$ cat config.mk
export PLATFORM = sky130hd
export DESIGN_NAME = xrst_pulse_gen
export DESIGN_NICKNAME = d
export VERILOG_FILES = /design/src/rtl/xrst_pkg.sv /design/src/rtl/xrst_cfg_reg.sv /design/src/rtl/xrst_pulse_timer.sv /design/src/rtl/xrst_pad_drive.sv /design/src/rtl/xrst_pulse_gen.sv
export SDC_FILE = /design/constraint.sdc
export NUM_CORES = 1
export LEC_CHECK = 0
export BUFFER_PORTS_ARGS = -buffer_cell sky130_fd_sc_hd__buf_4
export CAP_MARGIN = 20
export CELL_PAD_IN_SITES_DETAIL_PLACEMENT = 0
export CELL_PAD_IN_SITES_GLOBAL_PLACEMENT = 2
export CORE_ASPECT_RATIO = 1.5
export CORE_MARGIN = 2
export CORE_UTILIZATION = 28
export CTS_CLUSTER_SIZE = 10
export DETAILED_ROUTE_END_ITERATION = 7
export PLACE_DENSITY_LB_ADDON = 0.1
export REMOVE_ABC_BUFFERS = 1
export SLEW_MARGIN = 10
export SYNTH_ARGS = -nofsm -noshare
export SYNTH_HDL_FRONTEND = slang
export SYNTH_SLANG_ARGS = --single-unit
$ cat constraint.sdc
create_clock -name clk -period 2.25 [get_ports clk]
set_input_delay 0.675 -clock clk [delete_from_list [all_inputs] [get_ports clk]]
set_output_delay 0.675 -clock clk [all_outputs]
set_load 0.01 [all_outputs]
$ cat src/rtl/xrst_pkg.sv
`timescale 1ns/1ps
package xrst_pkg;
    localparam int unsigned CFG_W   = 32;
    localparam int unsigned KEY_W   = 8;
    localparam logic [KEY_W-1:0] KEY_LVL_HIGH = 8'hA5;
    localparam logic [KEY_W-1:0] KEY_LVL_LOW  = 8'h5A;
    localparam logic [KEY_W-1:0] KEY_PUSHPULL = 8'hA8;
    localparam logic [KEY_W-1:0] KEY_OPENDRN  = 8'h8A;

    typedef struct packed {
        logic act_high;
        logic push_pull;
    } drive_mode_t;
endpackage

$ cat src/rtl/xrst_cfg_reg.sv
`timescale 1ns/1ps
module xrst_cfg_reg
    import xrst_pkg::*;
#(
    parameter int unsigned LEN_W   = 20,
    parameter logic [LEN_W-1:0] LEN_RST = 'hFF
) (
    input  logic                clk,
    input  logic                rst_n,
    input  logic                wr_en,
    input  logic [CFG_W-1:0]    wr_data,
    output logic [LEN_W-1:0]    len_q_o,
    output drive_mode_t         mode_q_o,
    output logic [CFG_W-1:0]    rd_data
);
    localparam int unsigned PAD_W = CFG_W - 2 - LEN_W;

    typedef struct packed {
        logic [LEN_W-1:0] len;
        drive_mode_t      mode;
    } cfg_t;

    cfg_t cfg_d, cfg_q;
    logic [KEY_W-1:0] key_byte;

    assign key_byte = wr_data[CFG_W-1 -: KEY_W];

    always_comb begin
        cfg_d = cfg_q;
        if (wr_en) begin
            cfg_d.len = wr_data[LEN_W-1:0];
            case (key_byte)
                KEY_LVL_HIGH: cfg_d.mode.act_high  = 1'b1;
                KEY_LVL_LOW:  cfg_d.mode.act_high  = 1'b0;
                KEY_PUSHPULL: cfg_d.mode.push_pull = 1'b1;
                KEY_OPENDRN:  cfg_d.mode.push_pull = 1'b0;
                default: ;
            endcase
        end
    end

    always_ff @(posedge clk or negedge rst_n) begin
        if (!rst_n) begin
            cfg_q.len            <= LEN_RST;
            cfg_q.mode.act_high  <= 1'b0;
            cfg_q.mode.push_pull <= 1'b0;
        end else begin
            cfg_q <= cfg_d;
        end
    end

    assign len_q_o  = cfg_q.len;
    assign mode_q_o = cfg_q.mode;
    assign rd_data  = {cfg_q.mode.act_high, cfg_q.mode.push_pull, {PAD_W{1'b0}}, cfg_q.len};

    // a write always lands in the length field
    assert_len_loaded_R2: assert property (@(posedge clk) disable iff (!rst_n)
        wr_en |=> len_q_o == $past(wr_data[LEN_W-1:0]));
    // level keys
    assert_level_key_R3: assert property (@(posedge clk) disable iff (!rst_n)
        (wr_en && key_byte == KEY_LVL_HIGH) |=> mode_q_o.act_high);
    // drive keys
    assert_drive_key_R4: assert property (@(posedge clk) disable iff (!rst_n)
        (wr_en && key_byte == KEY_OPENDRN) |=> !mode_q_o.push_pull);
    // a non-key byte keeps both mode bits
    assert_nokey_hold_R5: assert property (@(posedge clk) disable iff (!rst_n)
        (wr_en && key_byte != KEY_LVL_HIGH && key_byte != KEY_LVL_LOW &&
         key_byte != KEY_PUSHPULL && key_byte != KEY_OPENDRN) |=> $stable(mode_q_o));
endmodule

$ cat src/rtl/xrst_pulse_timer.sv
`timescale 1ns/1ps
module xrst_pulse_timer #(
    parameter int unsigned LEN_W = 20
) (
    input  logic             clk,
    input  logic             rst_n,
    input  logic             fire,
    input  logic             tick,
    input  logic [LEN_W-1:0] len,
    output logic             active_o
);
    typedef struct packed {
        logic             active;
        logic [LEN_W-1:0] remain;
    } tmr_t;

    tmr_t tmr_d, tmr_q;
    logic at_last;

    assign at_last = (tmr_q.remain == '0);

    always_comb begin
        tmr_d = tmr_q;
        if (fire) begin
            tmr_d.active = 1'b1;
            tmr_d.remain = len;
        end else if (tmr_q.active && tick) begin
            if (at_last) tmr_d.active = 1'b0;
            else         tmr_d.remain = tmr_q.remain - 1'b1;
        end
    end

    always_ff @(posedge clk or negedge rst_n) begin
        if (!rst_n) begin
            tmr_q <= '0;
        end else begin
            tmr_q <= tmr_d;
        end
    end

    assign active_o = tmr_q.active;

    // a trigger (re)loads the full length, R10: from the value seen at that edge
    assert_fire_reload_R7: assert property (@(posedge clk) disable iff (!rst_n)
        fire |=> (tmr_q.active && tmr_q.remain == $past(len)));
    // each strobe inside a pulse takes one step
    assert_tick_step_R6: assert property (@(posedge clk) disable iff (!rst_n)
        (!fire && tmr_q.active && tick && !at_last) |=> (tmr_q.active && tmr_q.remain == $past(tmr_q.remain) - 1'b1));
    // the last strobe ends the pulse
    assert_tick_end_R6: assert property (@(posedge clk) disable iff (!rst_n)
        (!fire && tmr_q.active && tick && at_last) |=> !tmr_q.active);
    // without trigger or strobe nothing moves; idle strobes start nothing
    assert_idle_hold_R11: assert property (@(posedge clk) disable iff (!rst_n)
        (!fire && (!tick || !tmr_q.active)) |=> $stable(tmr_q));
endmodule

$ cat src/rtl/xrst_pad_drive.sv
`timescale 1ns/1ps
module xrst_pad_drive
    import xrst_pkg::*;
(
    input  logic        active,
    input  drive_mode_t mode,
    output logic        level_o,
    output logic        oe_o
);
    always_comb begin
        level_o = active ? mode.act_high : ~mode.act_high;
        oe_o    = mode.push_pull | ~level_o;
    end
endmodule

$ cat src/rtl/xrst_pulse_gen.sv
`timescale 1ns/1ps
module xrst_pulse_gen
    import xrst_pkg::*;
#(
    parameter int unsigned LEN_W   = 20,
    parameter logic [LEN_W-1:0] LEN_RST = 'hFF
) (
    input  logic             clk,
    input  logic             rst_n,
    input  logic             cfg_we,
    input  logic [CFG_W-1:0] cfg_wdata,
    output logic [CFG_W-1:0] cfg_rdata,
    input  logic             tick_us,
    input  logic             fire,
    output logic             pulse_o,
    output logic             pulse_oe
);
    logic [LEN_W-1:0] len_q;
    drive_mode_t      mode_q;
    logic             active;

    xrst_cfg_reg #(.LEN_W(LEN_W), .LEN_RST(LEN_RST)) u_cfg (
        .clk(clk), .rst_n(rst_n), .wr_en(cfg_we), .wr_data(cfg_wdata),
        .len_q_o(len_q), .mode_q_o(mode_q), .rd_data(cfg_rdata)
    );

    xrst_pulse_timer #(.LEN_W(LEN_W)) u_tmr (
        .clk(clk), .rst_n(rst_n), .fire(fire), .tick(tick_us),
        .len(len_q), .active_o(active)
    );

    xrst_pad_drive u_pad (
        .active(active), .mode(mode_q), .level_o(pulse_o), .oe_o(pulse_oe)
    );

    // the pin only floats while it should read high
    assert_float_high_R9: assert property (@(posedge clk) disable iff (!rst_n)
        !pulse_oe |-> pulse_o);
    // push-pull keeps the driver on
    assert_pp_driven_R9: assert property (@(posedge clk) disable iff (!rst_n)
        cfg_rdata[CFG_W-2] |-> pulse_oe);
    // a trigger makes the pin show the active level next cycle
    assert_fire_level_R8: assert property (@(posedge clk) disable iff (!rst_n)
        (fire && !cfg_we) |=> pulse_o == cfg_rdata[CFG_W-1]);
endmodule

---- After elaboration in Yosys (flattened, before gate mapping) ----
Index checks and enable logic that the tools add are counted.
operators by class
  bitwise logic cells ..................... 3
  eq/ne operators ......................... 5
  reduce and logical (&&, ||, !) cells .... 10
  muxes and demuxes ....................... 7
  $add $sub $neg .......................... 1
operators by type and width
  kind                     number
  $mux W21                 2
  $eq A8 B8 Y1 const B     3
  $logic_not A20 Y1        1
  $mux W20                 1
  $sub A20 B1 Y20 const B  1
  $eq A8 B7 Y1 const B     1
  $reduce_and A2 Y1        4
  $reduce_bool A2 Y1       4
  $pmux W1 S2              2
  $mux W1                  2
  $ne A2 B2 Y1 const B     1
  $not A1 Y1               2
  $logic_and A1 B1 Y1      1
  $or A1 B1 Y1             1
storage, ports and cells
  flip-flop bits (word level) ............. 43
  logic and storage cells ................. 31

---- Logic depth before layout (Yosys ltp) ----
Gate-level depths: netlist of run 1.
  depth after elaboration ................. 4
  gate-level depth with buffers ........... 7

---- By module ----
Synthesis of run 1 repeated with hierarchy kept, for this count alone.
second synthesis, totals
  cells, all modules ...................... 254
  area total of the unflattened synthesis .. 2,544.9 µm²
by module, submodules not included
  module            cells an instance  area an instance (µm²)  sequential area each (µm²)  times used
  xrst_pulse_timer  165                1,398.8                 525.5                       1
  xrst_cfg_reg      87                 1,131.1                 560.5                       1
  xrst_pad_drive    2                  15.0                    0.0                         1

---- Worst setup path before layout of run 1 ----
OpenSTA, ideal clock, no wires.
  kind .................................... register -> register
  start ................................... reg u_tmr.tmr_q[0] (netlist name)
  end ..................................... reg u_tmr.tmr_q[19] (netlist name)
  data required time ...................... 2.126 ns
  data arrival time ....................... 2.142 ns
  stages on the path, launching flop included .. 8
  setup slack ............................. -0.016 ns
  path buffers ............................ 1
  clock period less this slack ............ 2.266 ns
  cells stage by stage .................... dfrtp_1 > inv_1 > ha_1 > or4b_2 > or4_1 > clkbuf_1 > and4_1 > o31a_1
on the way
  word-level cells in the longest chain between the ends .. 4
  elaborated cells on any way between the ends .. 7
RTL lines
  item                    line                    text
  from (decl)             xrst_pulse_timer.sv:17  tmr_t tmr_d, tmr_q;
  from (signal assigned)  xrst_pulse_timer.sv:37  tmr_q <= tmr_d;
  $sub A20 B1 Y20         xrst_pulse_timer.sv:29  else tmr_d.remain = tmr_q.remain - 1'b1;
  $mux W20                xrst_pulse_timer.sv:28  if (at_last) tmr_d.active = 1'b0;
  $mux W21                xrst_pulse_timer.sv:27  end else if (tmr_q.active && tick) begin
  $mux W21                xrst_pulse_timer.sv:24  if (fire) begin
Parallel ways exist; a longest one is shown, timed or not. The select of a mux whose other input is x is not followed.
A chain may end at the register's enable or synchronous reset.

---- Worst setup path in the final report of run 1 ----
  start ................................... reg u_tmr.tmr_q[0] (netlist name)
  end ..................................... reg u_tmr.tmr_q[16] (netlist name)
The elaborated chain is that of the path after synthesis.

==> impl_metrics.ini, run 1 <==
[placement]
dp_hpwl_mm = 4.80
port_buffers = 56
dp_cells = 419
globalplace.congestion = 0.760

[logic_synthesis]
avgSynthCellArea_um2 = 10.0
synthArstFlopShare_pct = 100
synthCells = 237
synth_cell_types = 47
yosysWarnings = 0
ys_seq_area_share_pct = 45.8
synth-edff-count = 0
synth_flop_cell = dfrtp_1
post-synth-top-count-cell = dfrtp_1
syn-cell-area_um2 = 2370
ys_seq_elements = 43
yosysTopAreaCell = dfrtp_1
synthTopCellsByArea = dfrtp_1, mux2_2, dfstp_2, or4_1, buf_4
synth_commonest_cells = dfrtp_1, mux2_2, nand2_1, nor2_1, or4_1
synth_top_area_share_pct = 36.9

[drt]
wl_mm = 6.62
wl_met2_mm = 3.52
vias = 2167
drc_errors = 0
wl_met1_mm = 2.74
drt_iter0_markers = 80
ant_nets = 0
wl_per_cell_um = 15.5
met3_length_um = 238
dr.pass1.iters = 4
dr.max_layer_used = met4
vias_per_cell = 5.06

[pwr]
power_density_nw_per_um2 = 712
power.leakage_nw = 1.40
ir_worst_vdd_mv = 0.443
design_power_total_mw = 2.38

[setup_path]
worstReg2RegEnd = u_tmr.tmr_q[16]
r2r_slack_ps = 40
r2r_start = u_tmr.tmr_q[0]
path_class = reg -> reg
setup.worst_path.start_class = flip-flop
cp_max_fo = 3
r2r_cells = 7
required_ps = 2460
end_kind = flip-flop
arrival_ps = 2420

[timing]
tns_ps = 0
slew_viol_final = 0
finalSetupViolCount = 0
final.min_clock_period_ps = 2210
min_period_over_period_pct = 98.2
hold_viol = 0
hold_ws_ps = 382
clock_skew_ps = 5.56
tightest_slew_ps = 571
max_freq_mhz = 453
timing.slew.headroom_pct = 61.9

[clocking]
clkSinkCount = 43
cts_buffers = 5
ctsHoldBuffers = 0
clk_latency_ps = 290
tritoncts = built
ctsRootBufferMaster = clkbuf_16
path_clk_slew_ps = 60
htree_levels = 2
clockBufferDepth = 2

[grt]
antenna_found_initial = 0
grt_pass1_wl_mm = 10.4
grt_max_degree = 44
grt_pass1_vias = 2044
grt-ovfl-total = 0
track_usage_pct = 14.7

[run_status]
status = complete, no violations

[floorplan]
io_pins = 71
die_y_um = 117
start_util_pct = 28.5
coreArea_um2 = 8310
die_x_um = 79.1
die_area_um2 = 9240
rows = 41

[layout]
drive_gt1_share_pct = 43.6
fill_cells = 884
nets = 359
stdcell_count = 428
area_growth_pct = 41.2
antenna_cells = 0

[min_path]
hold_class = in -> async

[flow_run]
maxCapViolCount = 0
-- routing by layer --
layer,vias up,global-route usage (%)
met5,-,0
li1,1039,-
met3,8,2.40
met1,1075,16.8
met2,45,27.4
met4,0,5.52
-- report_power, final --
part | leakage (nW) | internal (mW) | switching [mW]
Sequential | 0.481 | 0.874 | 0.0754
Combinational | 0.823 | 0.260 | 0.229
Clock | 0.0911 | 0.637 | 0.308
-- cells by family after synthesis --
group	Yosys count	share of synthesized area, %
other	1	0.158
multiplexers	20	9.50
AND/OR/NAND/NOR	86	21.4
XOR/XNOR	1	0.369
buffers and inverters	30	6.49
flip-flops	43	45.8
adder cells (fa/ha/maj)	2	1.06
AO/OA/AOI/OAI	54	15.3
-- flip-flops by register name (all words and copies together), names as in the netlist --
register / flops
u_cfg.len_q_o: 20
u_tmr.tmr_q: 20
u_cfg.mode_q_o: 2
u_tmr.active_o: 1
-- stage by stage --
stage	util (%)	setup slack (ps)	area [um2]
6_report	40.3	41.4	3350
3_5_place_dp	37.3	-78.7	3100
3_3_place_gp	37.3	-105	3100
2_1_floorplan	-	-527	2270
4_1_cts	39.8	21.0	3310
5_1_grt	40.3	-7.29	3350
-- cells in the final DEF (no fill, tap or decap), types with 5 or more instances in the layout --
cell type / n
nand2_1: 14
buf_4: 91
dfstp_2: 8
nor2_1: 13
o21ai_0: 11
a21oi_1: 7
mux2_2: 20
conb_1: 10
or3_1: 6
nor3_1: 5
clkbuf_16: 5
a31oi_1: 10
nand2b_1: 6
o31ai_1: 7
dfrtp_1: 35
nand3_1: 8
or4_1: 9
-- worst max-delay path: stages (launching register included) --
cell	delay, ps
dfrtp_1	380
inv_2	70
ha_1	170
or4b_4	500
nor4_4	280
buf_4	160
or4b_1	440
a31oi_1	140
-- worst max-delay path by stage --
| stage | to | slack, ps | startpoint |
|---|---|---|---|
| 4_1_cts | u_tmr.tmr_q[15] | 20 | u_tmr.tmr_q[6] |
| 2_1_floorplan | u_tmr.tmr_q[9] | -530 | u_tmr.tmr_q[0] |
| 6_report | u_tmr.tmr_q[16] | 40 | u_tmr.tmr_q[0] |
| 3_3_place_gp | u_tmr.tmr_q[0] | -110 | u_tmr.tmr_q[0] |
| 3_5_place_dp | u_tmr.tmr_q[0] | -80 | u_tmr.tmr_q[0] |
| 5_1_grt | u_tmr.tmr_q[16] | -7 | u_tmr.tmr_q[0] |
-- cell type report --
type,count,area (um2),area share [%]
Sequential cell,43,1090,32.4
Timing Repair Buffer,92,703,21.0
Clock buffer,6,129,3.85
Tap cell,107,134,4.00
Clock inverter,2,60.1,1.79
Inverter,5,18.8,0.561
Multi-Input combinational cell,173,1220,36.4
-- timing repair --
item	4_1_cts	5_1_grt
pin swaps	2	4
buffers inserted	1	0
gates resized for setup	5	6
setup endpoints to repair	15	6
Note: power is estimated with default switching activity, not from simulation.
==> run 2, diff against run 1 <==
- ABC_CLOCK_PERIOD_IN_PS: unset -> 2250
- CORE_UTILIZATION: 28 -> 29
- CTS_BUF_LIST: unset -> sky130_fd_sc_hd__clkbuf_4 sky130_fd_sc_hd__clkbuf_8 sky130_fd_sc_hd__clkbuf_16
- SYNTH_HIERARCHICAL: unset -> 1
==> run 2 against run 1 <==
Design area shrank 2.0%. Synthesized cell count grew 7.2%. Sequential power is essentially flat.
==> impl_metrics.ini, run 2 <==
[timing]
slew_viol_final = 0
min_period_over_period_pct = 96.0
tns_ps = 0
max_freq_mhz = 463
finalSetupViolCount = 0
rsz0062_at_grt = no
final.min_clock_period_ps = 2160
clock_skew_ps = 4.70
tightest_slew_ps = 587
timing.slew.headroom_pct = 60.9
hold_viol = 0

[clocking]
htree_levels = 2
ctsRootBufferMaster = clkbuf_16
cts_buffers = 5
path_clk_slew_ps = 60
ctsHoldBuffers = 0
clk_latency_ps = 280
clockBufferDepth = 2
tritoncts = built
post_cts_buffers = 0
clkSinkCount = 43

[logic_synthesis]
avgSynthCellArea_um2 = 10.0
synthCells = 254
post-synth-top-count-cell = dfrtp_1
ys_seq_area_share_pct = 42.7
synthTopCellsByArea = dfrtp_1, buf_4, mux2_2, dfstp_2, or4_1
yosysWarnings = 6
synth_flop_cell = dfrtp_1
synth-edff-count = 0
ys_seq_elements = 43
yosysTopAreaCell = dfrtp_1
synth_commonest_cells = dfrtp_1, buf_4, nor2_1, mux2_2, a31oi_1
synth_cell_types = 49
synthArstFlopShare_pct = 100
synth_top_area_share_pct = 34.4
syn-cell-area_um2 = 2540

[drt]
drt_iter0_markers = 84
dr.pass1.iters = 4
vias_per_cell = 5.03
wl_per_cell_um = 15.6
wl_mm = 6.63
drc_errors = 0
vias = 2136
ant_nets = 0

[setup_path]
cp_num_buf_inv = 2
r2r_slack_ps = 90
end_kind = flip-flop
cpPeakStageDelay_ps = 650
cp_max_fo = 3
arrival_ps = 2340
r2r_start = u_tmr/tmr_q[0]
r2r_cells = 7
crit_chain = inv_1, ha_1, or4b_2, nor4_4, buf_4, nand3_1, a21o_1
cp_top_family = simple AND/OR/NAND/NOR gates
setup.worst_path.start_class = flip-flop
path_class = reg -> reg
required_ps = 2430
crit_slowest_cell = or4b_2
worstReg2RegEnd = u_tmr/active_o

[grt]
track_usage_pct = 14.8
grt_max_degree = 44
grt_pass1_vias = 2256
antenna_found_initial = 0
grt_pass1_wl_mm = 10.9
grt-ovfl-total = 0

[layout]
final_cell_mix = buf_4, dfrtp_1, nor2_1
drive_gt1_share_pct = 43.4
final_common_cell = buf_4
nets = 356
area_growth_pct = 29.0
antenna_cells = 0
design_area_um2 = 3280

[placement]
globalplace.congestion = 0.830
dp_hpwl_mm = 4.91
placed_area_um2 = 3110
port_buffers = 56

[floorplan]
start_util_pct = 30.1
die_area_um2 = 9560
die_x_um = 80.5
io_pins = 71
die_y_um = 119
rows = 41
coreArea_um2 = 8460

[run_status]
status = complete, no violations

[pwr]
ir_worst_vdd_mv = 0.315
power.leakage_nw = 1.37
power_density_nw_per_um2 = 671

[min_path]
hold_class = in -> async

[flow_run]
maxCapViolCount = 0
run 2: logic make-up (layout without fill, tap and decap cells):
kind of cell,after synthesis,count (layout),synth area share [%]
AOI/OAI and AO/OA,52,52,14.6
DFF,43,43,42.7
muxes,20,20,8.85
buffers and inverters,48,103,12.0
xor gates and xnor gates,1,1,0.344
adders and majority gates,2,2,0.983
other,1,10,0.147
and+or+nand+nor,87,87,20.5
run 2: repair_timing:
item                       CTS  global route
pin swaps                    0             0
resized for setup            1             2
setup endpoints to repair    2             4
run 2: worst max-delay path by stage:
stage / to / cells after the start / slack [ps] / from
finish: u_tmr/active_o / 7 / 90 / u_tmr/tmr_q[0]
global route: u_tmr/tmr_q[19] / 5 / 5 / u_tmr/tmr_q[5]
CTS: u_tmr/active_o / 7 / 50 / u_tmr/tmr_q[0]
detailed placement: u_tmr/active_o / 7 / -20 / u_tmr/tmr_q[0]
global placement: u_tmr/active_o / 7 / 20 / u_tmr/tmr_q[0]
floorplan: u_tmr/tmr_q[1] / 6 / 60 / u_tmr/tmr_q[0]
run 2: cell type report:
class,count,area [um2]
tap,107,134
clock buffer,8,148
fill,903,5180
inverter,5,18.8
multi-input combinational,172,1210
sequential,43,1090
timing repair buffer,90,688
run 2: layer usage:
layer / up-vias / share of wire, % / global-route usage [%]
li1: 1034 / - / -
met1: 1051 / 39 / 16.3
met2: 42 / 55 / 27.0
met3: 9 / 3.0 / 2.82
met4: 0 / 2.2 / 6.04
met5: - / 0 / 0
run 2: per-stage QoR:
step	hold slack (ps)	std cells	setup slack, ps	util (%)	total power, mW
finish	400	425	89.7	38.8	2.20
global route	446	425	5.12	38.8	2.33
CTS	420	425	50.2	38.6	2.24
detailed placement	511	417	-19.8	36.8	1.48
global placement	507	417	21.6	36.8	1.47
floorplan	379	220	59.4	-	1.18
run 2: worst reg2reg max path, cell delays in order (launching register included):
cell	delay, ps
dfrtp_1	380
inv_1	70
ha_1	170
or4b_2	650
nor4_4	350
buf_4	170
nand3_1	70
a21o_1	180
run 2: where the power goes:
part	internal (mW)	switching, mW	total [mW]
logic	0.265	0.242	0.507
clock network	0.450	0.297	0.746
registers	0.873	0.0757	0.948
